===== src/rtl/tlbri_pkg.sv =====
package tlbri_pkg;

  localparam int IPA_W = 53;
  localparam int END_W = IPA_W + 1;

  typedef enum logic [1:0] {
    GR_RSVD = 2'b00,
    GR_4K   = 2'b01,
    GR_16K  = 2'b10,
    GR_64K  = 2'b11
  } gran_e;

  typedef enum logic [1:0] {
    LH_ANY = 2'b00,
    LH_L1  = 2'b01,
    LH_L2  = 2'b10,
    LH_L3  = 2'b11
  } lvl_hint_e;

  typedef struct packed {
    logic              ns;
    gran_e             gran;
    lvl_hint_e         hint;
    logic [IPA_W-1:0]  lo;
    logic [END_W-1:0]  hi;
  } range_cmd_t;

endpackage


===== src/rtl/tlbri_decode.sv =====
module tlbri_decode
  import tlbri_pkg::*;
#(
  parameter int OP_W = 64
) (
  input  logic [OP_W-1:0] op_i,
  input  logic            secure_i,
  output range_cmd_t      cmd_o,
  output logic            unpred_o
);

  localparam int SPACE_BIT = 63;
  localparam int GRAN_LO   = 46;
  localparam int SCALE_LO  = 44;
  localparam int CNT_LO    = 39;
  localparam int HINT_LO   = 37;
  localparam int BASE_W    = 37;
  localparam int RSV_HI    = 62;
  localparam int RSV_LO    = 48;

  gran_e            gran;
  lvl_hint_e        hint_raw;
  logic [4:0]       gshift;
  logic [1:0]       scale;
  logic [5:0]       cnt_p1;
  logic [5:0]       exp_amt;
  logic [END_W-1:0] base_ext;
  logic [END_W-1:0] span;
  logic [IPA_W-1:0] lo;
  logic             unused_rsv;

  assign unused_rsv = ^op_i[RSV_HI:RSV_LO];

  assign gran     = gran_e'(op_i[GRAN_LO +: 2]);
  assign hint_raw = lvl_hint_e'(op_i[HINT_LO +: 2]);
  assign scale    = op_i[SCALE_LO +: 2];
  assign cnt_p1   = {1'b0, op_i[CNT_LO +: 5]} + 6'd1;

  always_comb begin
    case (gran)
      GR_16K:  gshift = 5'd14;
      GR_64K:  gshift = 5'd16;
      default: gshift = 5'd12;
    endcase
  end

  assign exp_amt  = ({4'b0, scale} << 2) + {4'b0, scale} + 6'd1 + {1'b0, gshift};
  assign base_ext = {{(END_W-BASE_W){1'b0}}, op_i[BASE_W-1:0]} << gshift;
  assign span     = {{(END_W-6){1'b0}}, cnt_p1} << exp_amt;
  assign lo       = base_ext[IPA_W-1:0];

  always_comb begin
    cmd_o.gran = gran;
    cmd_o.lo   = lo;
    cmd_o.hi   = base_ext + span;
    cmd_o.ns   = secure_i ? op_i[SPACE_BIT] : 1'b1;
    if (gran == GR_16K && hint_raw == LH_L1) cmd_o.hint = LH_ANY;
    else                                     cmd_o.hint = hint_raw;
  end

  always_comb begin
    unpred_o = 1'b0;
    case (gran)
      GR_4K: begin
        if (hint_raw == LH_L1) unpred_o = |lo[29:12];
        if (hint_raw == LH_L2) unpred_o = |lo[20:12];
      end
      GR_16K: begin
        if (hint_raw == LH_L2) unpred_o = |lo[24:14];
      end
      GR_64K: begin
        if (hint_raw == LH_L1) unpred_o = |lo[41:16];
        if (hint_raw == LH_L2) unpred_o = |lo[28:16];
      end
      default: unpred_o = 1'b0;
    endcase
  end

endmodule


===== src/rtl/tlbri_match.sv =====
module tlbri_match
  import tlbri_pkg::*;
#(
  parameter int VMID_W = 16
) (
  input  range_cmd_t        cmd_i,
  input  logic [VMID_W-1:0] vmid_i,
  input  logic              e_valid_i,
  input  logic [VMID_W-1:0] e_vmid_i,
  input  logic              e_ns_i,
  input  logic [1:0]        e_gran_i,
  input  logic [1:0]        e_lvl_i,
  input  logic [IPA_W-1:0]  e_addr_i,
  output logic              hit_o
);

  logic gran_ok;
  logic lvl_ok;
  logic addr_ok;
  logic id_ok;

  assign gran_ok = (cmd_i.gran != GR_RSVD) && (e_gran_i == cmd_i.gran);
  assign lvl_ok  = (cmd_i.hint == LH_ANY) || (e_lvl_i == cmd_i.hint);
  assign addr_ok = (e_addr_i >= cmd_i.lo) && ({1'b0, e_addr_i} < cmd_i.hi);
  assign id_ok   = (e_vmid_i == vmid_i) && (e_ns_i == cmd_i.ns);
  assign hit_o   = e_valid_i && gran_ok && lvl_ok && addr_ok && id_ok;

endmodule


===== src/rtl/tlbri_store.sv =====
module tlbri_store
  import tlbri_pkg::*;
#(
  parameter int DEPTH  = 16,
  parameter int VMID_W = 16,
  localparam int IDX_W = $clog2(DEPTH)
) (
  input  logic              clk_i,
  input  logic              rst_i,
  input  logic              wr_en_i,
  input  logic [IDX_W-1:0]  wr_idx_i,
  input  logic              wr_valid_i,
  input  logic [VMID_W-1:0] wr_vmid_i,
  input  logic              wr_ns_i,
  input  logic [1:0]        wr_gran_i,
  input  logic [1:0]        wr_lvl_i,
  input  logic [IPA_W-1:0]  wr_addr_i,
  input  logic              clr_en_i,
  input  logic [IDX_W-1:0]  clr_idx_i,
  input  logic [IDX_W-1:0]  scan_idx_i,
  output logic              scan_valid_o,
  output logic [VMID_W-1:0] scan_vmid_o,
  output logic              scan_ns_o,
  output logic [1:0]        scan_gran_o,
  output logic [1:0]        scan_lvl_o,
  output logic [IPA_W-1:0]  scan_addr_o,
  input  logic [IDX_W-1:0]  rd_idx_i,
  output logic              rd_valid_o,
  output logic [VMID_W-1:0] rd_vmid_o,
  output logic              rd_ns_o,
  output logic [1:0]        rd_gran_o,
  output logic [1:0]        rd_lvl_o,
  output logic [IPA_W-1:0]  rd_addr_o
);

  localparam int PAY_W = VMID_W + 1 + 2 + 2 + IPA_W;

  logic [PAY_W-1:0] pay_mem [DEPTH];
  logic [DEPTH-1:0] valid_q;
  logic [PAY_W-1:0] wr_word;
  logic [PAY_W-1:0] scan_word;
  logic [PAY_W-1:0] rd_word_q;
  logic             rd_valid_q;

  assign wr_word = {wr_vmid_i, wr_ns_i, wr_gran_i, wr_lvl_i, wr_addr_i};

  always_ff @(posedge clk_i) begin
    if (wr_en_i) pay_mem[wr_idx_i] <= wr_word;
  end

  for (genvar g = 0; g < DEPTH; g++) begin : g_valid
    always_ff @(posedge clk_i) begin
      if (rst_i)                                          valid_q[g] <= 1'b0;
      else if (wr_en_i && wr_idx_i == IDX_W'(g))          valid_q[g] <= wr_valid_i;
      else if (clr_en_i && clr_idx_i == IDX_W'(g))        valid_q[g] <= 1'b0;
    end
  end

  assign scan_word    = pay_mem[scan_idx_i];
  assign scan_valid_o = valid_q[scan_idx_i];
  assign {scan_vmid_o, scan_ns_o, scan_gran_o, scan_lvl_o, scan_addr_o} = scan_word;

  always_ff @(posedge clk_i) begin
    rd_word_q <= pay_mem[rd_idx_i];
    if (rst_i) rd_valid_q <= 1'b0;
    else       rd_valid_q <= valid_q[rd_idx_i];
  end

  assign rd_valid_o = rd_valid_q;
  assign {rd_vmid_o, rd_ns_o, rd_gran_o, rd_lvl_o, rd_addr_o} = rd_word_q;

  AST_FILL_WINS_CLEAR: assert property (@(posedge clk_i) disable iff (rst_i)
    (wr_en_i && wr_valid_i && clr_en_i && wr_idx_i == clr_idx_i) |=> valid_q[$past(clr_idx_i)]);

  AST_VALID_RISE_FROM_FILL: assert property (@(posedge clk_i) disable iff (rst_i)
    (|(valid_q & ~$past(valid_q))) |-> $past(wr_en_i));

endmodule


===== src/rtl/tlbri_engine.sv =====
module tlbri_engine
  import tlbri_pkg::*;
#(
  parameter int DEPTH  = 16,
  parameter int VMID_W = 16,
  parameter int OP_W   = 64,
  localparam int IDX_W = $clog2(DEPTH)
) (
  input  logic              clk_i,
  input  logic              rst_i,
  input  logic              req_i,
  input  logic [OP_W-1:0]   op_i,
  input  logic [VMID_W-1:0] cur_vmid_i,
  input  logic              cur_secure_i,
  output logic              ready_o,
  output logic              done_o,
  output logic              unpred_o,
  input  logic              fill_en_i,
  input  logic [IDX_W-1:0]  fill_idx_i,
  input  logic              fill_valid_i,
  input  logic [VMID_W-1:0] fill_vmid_i,
  input  logic              fill_ns_i,
  input  logic [1:0]        fill_gran_i,
  input  logic [1:0]        fill_lvl_i,
  input  logic [IPA_W-1:0]  fill_addr_i,
  input  logic [IDX_W-1:0]  rd_idx_i,
  output logic              rd_valid_o,
  output logic [VMID_W-1:0] rd_vmid_o,
  output logic              rd_ns_o,
  output logic [1:0]        rd_gran_o,
  output logic [1:0]        rd_lvl_o,
  output logic [IPA_W-1:0]  rd_addr_o
);

  localparam logic [IDX_W-1:0] LAST_IDX = IDX_W'(DEPTH - 1);

  range_cmd_t        dec_cmd;
  logic              dec_unpred;
  range_cmd_t        cmd_q;
  logic [VMID_W-1:0] vmid_q;
  logic [IDX_W-1:0]  idx_q;
  logic              busy_q;
  logic              ready_q;
  logic              done_q;
  logic              unpred_q;
  logic              accept;
  logic              hit;
  logic              clr_en;

  logic              s_valid;
  logic [VMID_W-1:0] s_vmid;
  logic              s_ns;
  logic [1:0]        s_gran;
  logic [1:0]        s_lvl;
  logic [IPA_W-1:0]  s_addr;

  tlbri_decode #(.OP_W(OP_W)) u_decode (
    .op_i     (op_i),
    .secure_i (cur_secure_i),
    .cmd_o    (dec_cmd),
    .unpred_o (dec_unpred)
  );

  assign accept = req_i && ready_q;

  always_ff @(posedge clk_i) begin
    if (rst_i) begin
      busy_q   <= 1'b0;
      ready_q  <= 1'b1;
      done_q   <= 1'b0;
      unpred_q <= 1'b0;
      idx_q    <= '0;
      cmd_q    <= '0;
      vmid_q   <= '0;
    end else begin
      done_q <= 1'b0;
      if (accept) begin
        cmd_q    <= dec_cmd;
        unpred_q <= dec_unpred;
        vmid_q   <= cur_vmid_i;
        busy_q   <= 1'b1;
        ready_q  <= 1'b0;
        idx_q    <= '0;
      end else if (busy_q) begin
        if (idx_q == LAST_IDX) begin
          busy_q  <= 1'b0;
          ready_q <= 1'b1;
          done_q  <= 1'b1;
        end else begin
          idx_q <= idx_q + IDX_W'(1);
        end
      end
    end
  end

  tlbri_store #(.DEPTH(DEPTH), .VMID_W(VMID_W)) u_store (
    .clk_i        (clk_i),
    .rst_i        (rst_i),
    .wr_en_i      (fill_en_i),
    .wr_idx_i     (fill_idx_i),
    .wr_valid_i   (fill_valid_i),
    .wr_vmid_i    (fill_vmid_i),
    .wr_ns_i      (fill_ns_i),
    .wr_gran_i    (fill_gran_i),
    .wr_lvl_i     (fill_lvl_i),
    .wr_addr_i    (fill_addr_i),
    .clr_en_i     (clr_en),
    .clr_idx_i    (idx_q),
    .scan_idx_i   (idx_q),
    .scan_valid_o (s_valid),
    .scan_vmid_o  (s_vmid),
    .scan_ns_o    (s_ns),
    .scan_gran_o  (s_gran),
    .scan_lvl_o   (s_lvl),
    .scan_addr_o  (s_addr),
    .rd_idx_i     (rd_idx_i),
    .rd_valid_o   (rd_valid_o),
    .rd_vmid_o    (rd_vmid_o),
    .rd_ns_o      (rd_ns_o),
    .rd_gran_o    (rd_gran_o),
    .rd_lvl_o     (rd_lvl_o),
    .rd_addr_o    (rd_addr_o)
  );

  tlbri_match #(.VMID_W(VMID_W)) u_match (
    .cmd_i     (cmd_q),
    .vmid_i    (vmid_q),
    .e_valid_i (s_valid),
    .e_vmid_i  (s_vmid),
    .e_ns_i    (s_ns),
    .e_gran_i  (s_gran),
    .e_lvl_i   (s_lvl),
    .e_addr_i  (s_addr),
    .hit_o     (hit)
  );

  assign clr_en   = busy_q && hit;
  assign ready_o  = ready_q;
  assign done_o   = done_q;
  assign unpred_o = unpred_q;

  AST_READY_LOW_IN_SCAN: assert property (@(posedge clk_i) disable iff (rst_i)
    busy_q |-> !ready_o);

  AST_DONE_ONE_CYCLE: assert property (@(posedge clk_i) disable iff (rst_i)
    done_o |=> !done_o);

  AST_DONE_AFTER_LAST: assert property (@(posedge clk_i) disable iff (rst_i)
    done_o |-> ($past(busy_q) && $past(idx_q) == LAST_IDX));

  AST_RSVD_GRAN_NO_CLEAR: assert property (@(posedge clk_i) disable iff (rst_i)
    (busy_q && cmd_q.gran == GR_RSVD) |-> !clr_en);

  AST_UNPRED_HELD: assert property (@(posedge clk_i) disable iff (rst_i)
    busy_q |=> $stable(unpred_o));

endmodule


===== config.mk =====
export PLATFORM = sky130hd
export DESIGN_NAME = tlbri_engine
export DESIGN_NICKNAME = d
export VERILOG_FILES = /design/src/rtl/tlbri_pkg.sv /design/src/rtl/tlbri_decode.sv /design/src/rtl/tlbri_match.sv /design/src/rtl/tlbri_store.sv /design/src/rtl/tlbri_engine.sv
export SDC_FILE = /design/constraint.sdc
export NUM_CORES = 2
export LEC_CHECK = 0
export BUFFER_PORTS_ARGS = -buffer_cell sky130_fd_sc_hd__buf_2
export CAP_MARGIN = 20
export CORE_MARGIN = 2
export CORE_UTILIZATION = 30
export DETAILED_ROUTE_END_ITERATION = 12
export GPL_TIMING_DRIVEN = 0
export PLACE_DENSITY = 0.51
export SYNTH_ARGS = -nofsm -noshare
export SYNTH_HDL_FRONTEND = slang
export SYNTH_SLANG_ARGS = --single-unit
export TNS_END_PERCENT = 1

===== constraint.sdc =====
create_clock -name clk_i -period 16.1 [get_ports clk_i]
set_clock_uncertainty 0.05 [all_clocks]
set_input_delay 4.83 -clock clk_i [delete_from_list [all_inputs] [get_ports clk_i]]
set_output_delay 4.83 -clock clk_i [all_outputs]
set_load 0.005 [all_outputs]

# Word level (Yosys, flattened, before mapping)
# Memories as Yosys holds them, arrays and structs flattened. A register that Yosys moved wholly into a read port is not among the register bits.
# Index checks and enable logic that the tools add are counted.
# W data, S select, Z words.
dict set report word_totals {
  reg_bits 153
  ram_bits 1184
  in_bits 168
  out_inout_bits 78
  elab_cells 212
  n_memories 1
}
# memory words width read_ports rd_ports_with_merged_regs wr line_no
set memory_table {}
lappend memory_table {u_store.pay_mem 16 74 2 2 1 tlbri_store.sv:38} ;# logic [PAY_W-1:0] pay_mem [DEPTH];
dict set report classes {
  n_addsub 6
  n_lt_le_gt_ge 4
  eq_ne 39
  n_shift 2
  n_mux 56
  bitwise_logic 2
  reduce_logical 74
}
# operator count
set op_table {}
lappend op_table {{$eq A4 B4 Y1 const B} 16}
lappend op_table {{$add A54 B54 Y54} 1}
lappend op_table {{$lt A53 B54 Y1} 1}
lappend op_table {{$shl A37 B5 Y54} 1}
lappend op_table {{$shl A6 B6 Y54} 1}
lappend op_table {{$ge A53 B53 Y1} 1}
lappend op_table {{$mux W1} 49}
lappend op_table {{$logic_and A1 B1 Y1} 42}
lappend op_table {{$reduce_bool A2 Y1} 19}
lappend op_table {{$eq A4 B3 Y1 const B} 8}
lappend op_table {{$reduce_or A26 Y1} 1}
lappend op_table {{$reduce_or A18 Y1} 1}
lappend op_table {{$eq A16 B16 Y1} 1}
lappend op_table {{$eq A4 B2 Y1 const B} 4}
lappend op_table {{$reduce_or A13 Y1} 1}
lappend op_table {{$reduce_or A11 Y1} 1}
lappend op_table {{$lt A4 B5 Y1 const B} 2}
lappend op_table {{$pmux W5 S2} 1}
lappend op_table {{$reduce_or A9 Y1} 1}
lappend op_table {{$bmux W1 S4} 2}
lappend op_table {{$eq A4 B1 Y1 const B} 2}
lappend op_table {{$logic_not A4 Y1} 2}
lappend op_table {{$mux W4} 2}
lappend op_table {{$add A5 B1 Y6 const B} 1}
lappend op_table {{other kinds (16)} 22}

# Logic depth before layout (Yosys ltp)
dict set report depth {
  depth_word 10
  ltp_mapped 27
  mapped_depth_nobuf 23
}

# Modules after synthesis
# From an unflattened synthesis, not the netlist that was laid out.
dict set report hier_totals {
  cells_unflattened 4324
  hier_area_um2 67791.3
}
# mod n_inst cells_each area_per_inst_um2 seq_area_each_um2
set by_module_without_submodules {}
lappend by_module_without_submodules {tlbri_store 1 2554 55210.5 37375.8}
lappend by_module_without_submodules {tlbri_decode 1 774 4931.0 0.0}
lappend by_module_without_submodules {tlbri_engine 1 592 4749.6 2722.6}
lappend by_module_without_submodules {tlbri_match 1 404 2900.3 0.0}

# Worst setup path after synthesis
# No wires, ideal clock.
dict set report synth_path {
  kind {input -> register}
  start {in op_i[46]}
  end {reg cmd_q[31] (netlist name)}
  setup_ps 117
  arrival_time_ps 9997
  t_required_ps 15933
  setup_slack_ps 5936
  path_stages 25
  path_buffers 4
  cell_sequence {clkbuf_1 > clkbuf_1 > buf_2 > nand2b_1 > xnor2_1 > ha_1 > a21oi_1 > nor2b_1 > o21ai_0 > nand2b_1 > xnor2_1 > clkbuf_1 > nor2_1 > nand2_1 > nor2_1 > ha_1 > a21o_1 > a2111oi_0 > a211o_1 > nand3_1 > o21a_1 > o31a_1 > o21a_1 > or3_1 > a32o_1}
}
dict set report synth_via {
  elab_chain_len 5
  elab_cells_between_ends 7
  cone_classes {add/sub: 2; eq/ne: 2; shift: 2; mux: 1}
}
# item line_no
set synth_lines {}
lappend synth_lines {{start, declared} tlbri_engine.sv:12} ;# input logic [OP_W-1:0] op_i,
lappend synth_lines {{$eq A2 B2 Y1} tlbri_decode.sv:40} ;# case (gran)
lappend synth_lines {{$pmux W5 S2 (*)} tlbri_decode.sv:40}
lappend synth_lines {{$add A6 B5 Y6} tlbri_decode.sv:47} ;# assign exp_amt = ({4'b0, scale} << 2) + {4'b0, scale} + 6'd1 + {1'b0, gshift};
lappend synth_lines {{$shl A6 B6 Y54} tlbri_decode.sv:49} ;# assign span = {{(END_W-6){1'b0}}, cnt_p1} << exp_amt;
lappend synth_lines {{$add A54 B54 Y54 (*)} tlbri_decode.sv:55} ;# cmd_o.hi = base_ext + span;
lappend synth_lines {{end signal, assigned} tlbri_engine.sv:78} ;# cmd_q <= dec_cmd;
lappend synth_lines {{end, declared} tlbri_engine.sv:39} ;# range_cmd_t cmd_q;
# Mark *: on every way between the ends. The rest lies on a longest branch, timed or not.
# A chain may end at the register's enable or synchronous reset.

# Final worst setup path
dict set report layout_path {
  start {in op_i[47]}
  end {reg cmd_q[53] (netlist name)}
}
# The elaborated chain is that of the path after synthesis.

==> out/metrics.cfg <==
[yosys]
yosys-top-cells-area = edfxtp_1, mux4_2, dfxtp_1
netlist_instances = 3987
synth.largest_area_cell = edfxtp_1
async_flop_share_pct = 0
ys.flop_type = edfxtp_1
synth_top_cell_area_share_pct = 52.3
ys_seq_elements = 1415
seq_area_frac_synth_pct = 59.1
synth_edf_count = 1184
postSynthAreaPerCell_um2 = 17.0
synth_area_um2 = 67900
yosysUniqueCellTypes = 77
yosysWarnings = 0

[place]
dpl.hpwl_um = 159000
placed_cells = 7288
gp_congestion = 0.905
port_buffers = 225
dpl_worst_slack_ns = 4.20

[setup_path]
crit_required_ns = 16.76
cp_max_fo = 10
start_kind = input port
path_buf_inv = 5
worst_setup_path_end_kind = flop
slowest_delay_ns = 0.60
worst_path_most_repeated_cell = clkbuf_1
cp.arrival_ns = 11.81
path_delay_family = compound AO/OA/AOI/OAI gates
cp_slowest_cell = a2111oi_0
crit_type = in2reg

[sta]
rsz0062_at_grt = no
setup_violations = 0
finalSetupTns_ns = 0
period_minus_slack_ns = 11.15
setup_slack_ns = 4.95
relSlewSlack_pct = 19.5
fmax_mhz = 89.7
finalHoldViolations = 0
fin_crit_sh_pct = 69.3
drv_slew = 0
worst_pin_slew_ns = 1.21

[drt]
drt_iter0_drc = 4655
wl_per_cell_um = 30.9
drc = 0
vias = 41926
ant_nets = 0
firstDrtPassIters = 5
via_per_inst = 5.51
totalWireLength_um = 235000

[finish]
drive_above_1_share_pct = 28.9
layout_commonest_cell = edfxtp_1
fin_nets = 4800
instances_no_fill = 7610
layout_common_cells = edfxtp_1, mux4_2, buf_2
area_delta_synth_final_pct = 17.0

[cts]
ctsResizeCount = 0
worstSkewPairLatency_ns = 0.84
cts_hold_buf = 0
numCtsBuffers = 162
root_buffer = clkbuf_16
cts_post_setup_buffers_inserted = 0
cts_sinks = 1415
ctsLongestPathBuffers = 3
h-tree-depth = 4
tritoncts = yes
clkTransAtPathRegs_ns = 0.06

[die]
dieArea_um2 = 230000
core-area_um2 = 225000
ios = 246
die_h_um = 480
die_w_um = 480
std_cell_rows = 174
initial_core_util_pct = 30.2

[global_route]
grt_max_degree = 57
grt_pass1_vias = 42099
grt.overflow.total = 0
grt_usage_pct = 20.1
grt_pass1_wl_um = 325000
antenna_found_initial = 53

[pwr]
report.power.total_w = 0.00880
leakagePower_nw = 25.7
ir_worst_vdd_uv = 123
p_per_area_nw_per_um2 = 111

[outcome]
outcome = finished clean

[flow_run]
maxCapViolCount = 0

[min_path]
hp-class = reg2reg

[worst paths after layout]
path	from	endpoint	slack, ns	depth (start not counted)
setup reg to reg	flop	u_store.valid_q[10]	7.51	19
hold / removal	cmd_q[58]	cmd_q[58]	0.39	2
hold reg to reg	cmd_q[58]	cmd_q[58]	0.39	2
setup / recovery	op_i[47]	cmd_q[53]	4.95	25
[logic make-up after synthesis]
kind of cell    synth area share [%]
buf+inv                         2.35
simple gates                    4.54
compound gates                  4.42
fa+ha+maj                       3.10
xor+xnor                       0.786
flops                           59.1
other cells                   0.0111
mux                             25.7
[sequential cells by signal, summed over array words and instances (netlist names), named ones only]
| name | cells |
|---|---|
| idx_q | 4 |
| done_o | 1 |
| cmd_q | 112 |
| u_store.rd_word_q | 74 |
| busy_q | 1 |
| vmid_q | 16 |
| ready_o | 1 |
| u_store.rd_valid_o | 1 |
| unpred_o | 1 |
| u_store.valid_q | 16 |
| u_store.pay_mem | 1184 |
[stage by stage]
stage / instance area, um2 / hold WS (ns) / util, %
2_1_floorplan: 68000 / 0.372 / -
3_3_place_gp: 72900 / 0.380 / 32.4
4_1_cts: 79400 / 0.395 / 35.3
6_report: 79500 / 0.393 / 35.4
3_5_place_dp: 74300 / 0.384 / 33.0
5_1_grt: 79500 / 0.416 / 35.3
[routing by layer]
metal	routed length [um]	track usage, %	share of wire (%)
met5	183	0	0.078
met4	8160	7.21	3.5
met3	17500	3.81	7.5
met2	110000	31.9	47
met1	99300	27.6	42
[synthesized netlist by cell type, types with 18 or more instances]
library cell / n
inv_1: 151
o22ai_1: 26
ha_1: 166
a21o_1: 57
xor2_1: 29
buf_1: 42
edfxtp_1: 1184
o21ai_0: 51
nor2b_1: 21
clkbuf_1: 167
mux2i_1: 51
and3_1: 20
nand2_1: 247
mux4_2: 732
a211oi_1: 18
dfxtp_1: 231
nor2_1: 173
nand4_1: 24
a21oi_1: 213
buf_2: 25
xnor2_1: 32
nor3_1: 31
nand3_1: 55
[worst min-delay path, delay by kind of cell (launching register included)]
kind / cells / cell delay [ns]
buffers and inverters: 1 / 0.06
and+or+nand+nor: 1 / 0.04
DFF: 1 / 0.30
[final cells by class]
type	instances	area [um2]
fill	21130	145000
tap	2992	3740
sequential	1415	40200
antenna	19	47.5
clock buffer	212	4400
timing repair buffer	303	2530
buffer	243	1040
clock inverter	86	707
multi-input combinational	2189	26200
inverter	151	647
[report_power, final]
part | total [W] | internal [W] | switching, W | leakage (nW)
registers | 0.00413 | 0.00408 | 0.0000519 | 12.6
logic | 0.00104 | 0.000421 | 0.000614 | 10.6
clock network | 0.00363 | 0.00206 | 0.00157 | 2.49
Note: power is estimated with default switching activity, not from simulation.
